### config.mk
export PLATFORM = sky130hd
export DESIGN_NAME = byte_parity_guard
export DESIGN_NICKNAME = d
export VERILOG_FILES = /design/src/rtl/byte_parity_guard.sv
export SDC_FILE = /design/constraint.sdc
export NUM_CORES = 1
export LEC_CHECK = 0
export ABC_AREA = 1
export CORE_MARGIN = 8
export CORE_UTILIZATION = 35
export DETAILED_ROUTE_END_ITERATION = 6
export GPL_TIMING_DRIVEN = 1
export MAX_ROUTING_LAYER = met4
export PLACE_DENSITY = 0.88
export SETUP_SLACK_MARGIN = 0.3
export SYNTH_ARGS = -nofsm -noshare
export SYNTH_HDL_FRONTEND = slang
export SYNTH_SLANG_ARGS = --single-unit
export TNS_END_PERCENT = 50
### constraint.sdc
create_clock -name clk -period 1.62 [get_ports clk]
set_clock_uncertainty 0.15 [all_clocks]
set_input_delay 0.243 -clock clk [delete_from_list [all_inputs] [get_ports clk]]
set_output_delay 0.243 -clock clk [all_outputs]
set_load 0.05 [all_outputs]
### src/rtl/byte_parity_guard.sv
module byte_parity_guard #(
  parameter int DATA_W = 64
) (
  input  logic                  clk,
  input  logic                  rst_n,
  input  logic                  chk_en,
  input  logic                  inj_en,
  input  logic [1:0]            det_type,
  input  logic                  wr_valid,
  input  logic                  wr_src,
  input  logic [DATA_W/8-1:0]   wr_be,
  input  logic [DATA_W-1:0]     wr_data,
  output logic [DATA_W/8-1:0]   wr_par,
  output logic [DATA_W/8-1:0]   wr_par_we,
  input  logic                  rd_valid,
  input  logic [DATA_W-1:0]     rd_data,
  input  logic [DATA_W/8-1:0]   rd_par,
  input  logic                  clr_we,
  input  logic                  clr_val,
  output logic                  err_flag,
  output logic [DATA_W/8-1:0]   err_lanes
);
  localparam int NB = DATA_W / 8;

  logic [NB-1:0] wr_raw, rd_raw, mism;
  logic          report_ok, hit, sw_clr, unused_src;

  for (genvar g = 0; g < NB; g++) begin : g_lane
    assign wr_raw[g] = ^wr_data[8*g +: 8];
    assign rd_raw[g] = ^rd_data[8*g +: 8];
  end

  assign unused_src = wr_src;
  assign wr_par     = wr_raw ^ {NB{inj_en}};
  assign wr_par_we  = wr_valid ? wr_be : '0;

  assign mism      = rd_raw ^ rd_par;
  assign report_ok = chk_en && !det_type[1];
  assign hit       = rd_valid && report_ok && (|mism);
  assign sw_clr    = clr_we && !clr_val;

  always_ff @(posedge clk or negedge rst_n) begin
    if (!rst_n) begin
      err_flag  <= 1'b0;
      err_lanes <= '0;
    end else if (hit && (!err_flag || sw_clr)) begin
      err_flag  <= 1'b1;
      err_lanes <= mism;
    end else if (!hit && sw_clr) begin
      err_flag  <= 1'b0;
      err_lanes <= '0;
    end
  end


  always_comb begin
    we_subset_chk: assert ((wr_par_we & ~wr_be) == '0);
  end


  sticky_hold_chk: assert property (@(posedge clk) disable iff (!rst_n)
    err_flag && !(clr_we && !clr_val) |=> err_flag);


  rise_cause_chk: assert property (@(posedge clk) disable iff (!rst_n)
    $rose(err_flag) |-> $past(rd_valid && chk_en && !det_type[1]));


  lanes_nonzero_chk: assert property (@(posedge clk) disable iff (!rst_n)
    err_flag |-> err_lanes != '0);


  clear_drop_chk: assert property (@(posedge clk) disable iff (!rst_n)
    !rd_valid && clr_we && !clr_val |=> !err_flag && err_lanes == '0);
endmodule

==> flow_summary.ini <==
[setup_path]
worst_setup_path_end_kind = output port
r2r_slack_ns = 0.30
max_stage_delay_ns = 0.43
crit_path_max_fanout = 1
worst_setup_path_start_kind = input pin
r2r_end = err_lanes[1]
reg2reg_from = err_flag
crit_start = wr_data[39]
cp_top_family = XOR/XNOR gates
required_ns = 1.23
cp_slowest_cell = xor2_2
crit_type = in -> out
crit_buf_inv = 2
r2r_cells = 4
path_common_cell = xor2_4
crit_arrival_ns = 1.57
path_cells = clkdlybuf4s15_1 > xor2_2 > xor2_4 > xor2_4 > buf_12

[final_layout]
num_antenna_cells = 0
design_area_sq_um = 5480
drive_above_1_share = 0.671
syn_to_final_growth_pct = 166
nNetsFinal = 691

[global_routing]
overflow = 0
antenna_found_initial = 0
grt_usage = 0.275
grt_pass1_wl_um = 17700
grt_pass1_vias = 3512
grt_max_degree = 12

[power]
p_int_uw = 1910
clkPwrFrac = 0.082
p_leak_uw = 0.00275
p_per_area_nw_per_um2 = 688
vdd_drop_max_uv = 531
p_sw_frac = 0.494
seqPwrFrac = 0.081
switchingPower_uw = 1860
pwr-share-comb = 0.837

[worst_hold_path]
worstHoldPathType = in -> async

[synthesis]
synth_edf_count = 0
ys_ff_latch = 9
synth_cells = 336
yosys_warnings = 0
avgSynthCellArea_sq_um = 6.14
netlist.top_cell.by_area = xnor2_1
syn-cell-area_sq_um = 2060
yosysMostFrequentCell = nand2_1
yosysSeqAreaShare = 0.109
synthArstFlopShare = 1.00
synth_ff_type = dfrtp_1
synth_cell_type_count = 18
synth_common_cells = nand2_1 (116), inv_1 (59), xnor2_1 (51)
yosysTopAreaCellShare = 0.216
synth_area_leaders = xnor2_1 (22%), nand2_1 (21%), xor2_1 (21%)
syn_nets = 491

[floorplanning]
die_w_um = 92.8
start_util = 0.355
io_pins = 180
die_area_sq_um = 8610
rows = 28
dieHeight_um = 92.8
core_sq_um = 5820

[job]
max-cap-violations = 0

[route]
drt_iter0_markers = 214
drc = 0
dr.pass1.iters = 5
totalWireLength_um = 14700
wire_per_inst_um = 24.2
via_per_inst = 5.47
vias = 3334
detail-route-antenna-nets = 0

[timing]
fmax_ghz = 0.509
hold_viol = 0
worst_pin_slew_ns = 0.469
setup_viol = 14
period_minus_slack_ns = 1.97
setup_ws_ns = -0.346
setup-tns-final_ns = -1.44
relSlewSlack = 0.687
drv_slew = 0
fin_crit_sh = 1.21
rsz0062_at_grt = true

[clocking]
clock_sinks = 9
htree_levels = 1
cts-root-buf = clkbuf_8
cts_tree = yes
clk_pin_slew_ns = 0.06
numCtsBuffers = 3
clkLatencyLatePin_ns = 0.27
clockBufferDepth = 2

[status]
status = complete, but fails checks
violations = negative setup slack

[placement]
gp_congestion = 0.862
place_hpwl_um = 7960
dpl-instance-area_sq_um = 4680
portBuffers = 177
how the worst max path moves through the flow:
stage	endpoint	slack, ns	depth (start not counted)
after CTS	wr_par[2]	-0.15	6
after floorplan	wr_par[0]	0.05	4
after global routing	wr_par[4]	-0.37	5
final	wr_par[4]	-0.35	5
after global placement	wr_par[1]	-0.53	6
after detailed placement	wr_par[0]	-0.56	6
power groups by stage:
stage,Combinational [uW],Clock (uW),Sequential (uW)
after detailed placement,2620,0,301
final,3160,309,304
after global placement,2550,0,299
after floorplan,1240,0,397
after CTS,2810,266,302
after global routing,3280,317,308
routing by layer:
metal	global-route usage	part of all wire	vias up
met4	0.130	0.080	0
met1	0.224	0.29	1576
met5	-	0	-
met2	0.538	0.54	288
met3	0.0858	0.086	110
li1	-	-	1360
flip-flops by register name, summed over array words and instances, names as in the netlist:
| name | cells |
|---|---|
| err_lanes | 8 |
| err_flag | 1 |
timing repair:
item / in CTS / in global routing
setup buffers: 5 / 3
hold endpoints to repair: 0 / 0
setup endpoints to repair: 25 / 25
cloned: 2 / 0
pin swaps: 173 / 112
gates resized for setup: 551 / 124
hold buffers: 0 / 0
stage by stage:
stage                      util  power (uW)  instances  hold slack [ns]  setup slack [ns]
after floorplan               -        1640        336           -0.203            0.0475
after global placement    0.805        2850        596            0.397            -0.526
after detailed placement  0.805        2920        596            0.402            -0.557
after CTS                 0.890        3380        607            0.163            -0.148
after global routing      0.943        3910        610            0.170            -0.369
final                     0.943        3770        610            0.147            -0.346
worst register-to-register path, delay by kind of cell (launching register included):
kind | cells | cell delay (ns)
AND/OR/NAND/NOR | 4 | 0.63
flip-flops | 1 | 0.43
cells by family after synthesis:
kind of cell | synth area share
DFF | 0.109
xor gates and xnor gates | 0.424
buffers and inverters | 0.117
and+or+nand+nor | 0.350
layout by cell type, fill, tap and decap left out, drive strengths merged:
| master | instances |
|---|---|
| nand2 | 121 |
| buf | 114 |
| inv | 60 |
| xnor2 | 51 |
| xor2 | 49 |
| dlygate4sd2 | 39 |
| nand3 | 33 |
| clkbuf | 21 |
| clkdlybuf4s15 | 20 |
| dfrtp | 9 |
| nand4 | 8 |
| clkdlybuf4s50 | 6 |
| nor2 | 2 |
| nand3b | 1 |
| and3b | 1 |
cell type report:
class | instances | area (sq um)
multi-input cells | 266 | 2960
repair buffers | 196 | 1920
fillers | 171 | 334
inverters | 60 | 233
flip-flops and latches | 9 | 225
well taps | 75 | 93.8
clock buffers | 4 | 45.0
Note: power is estimated with default switching activity, not from simulation.
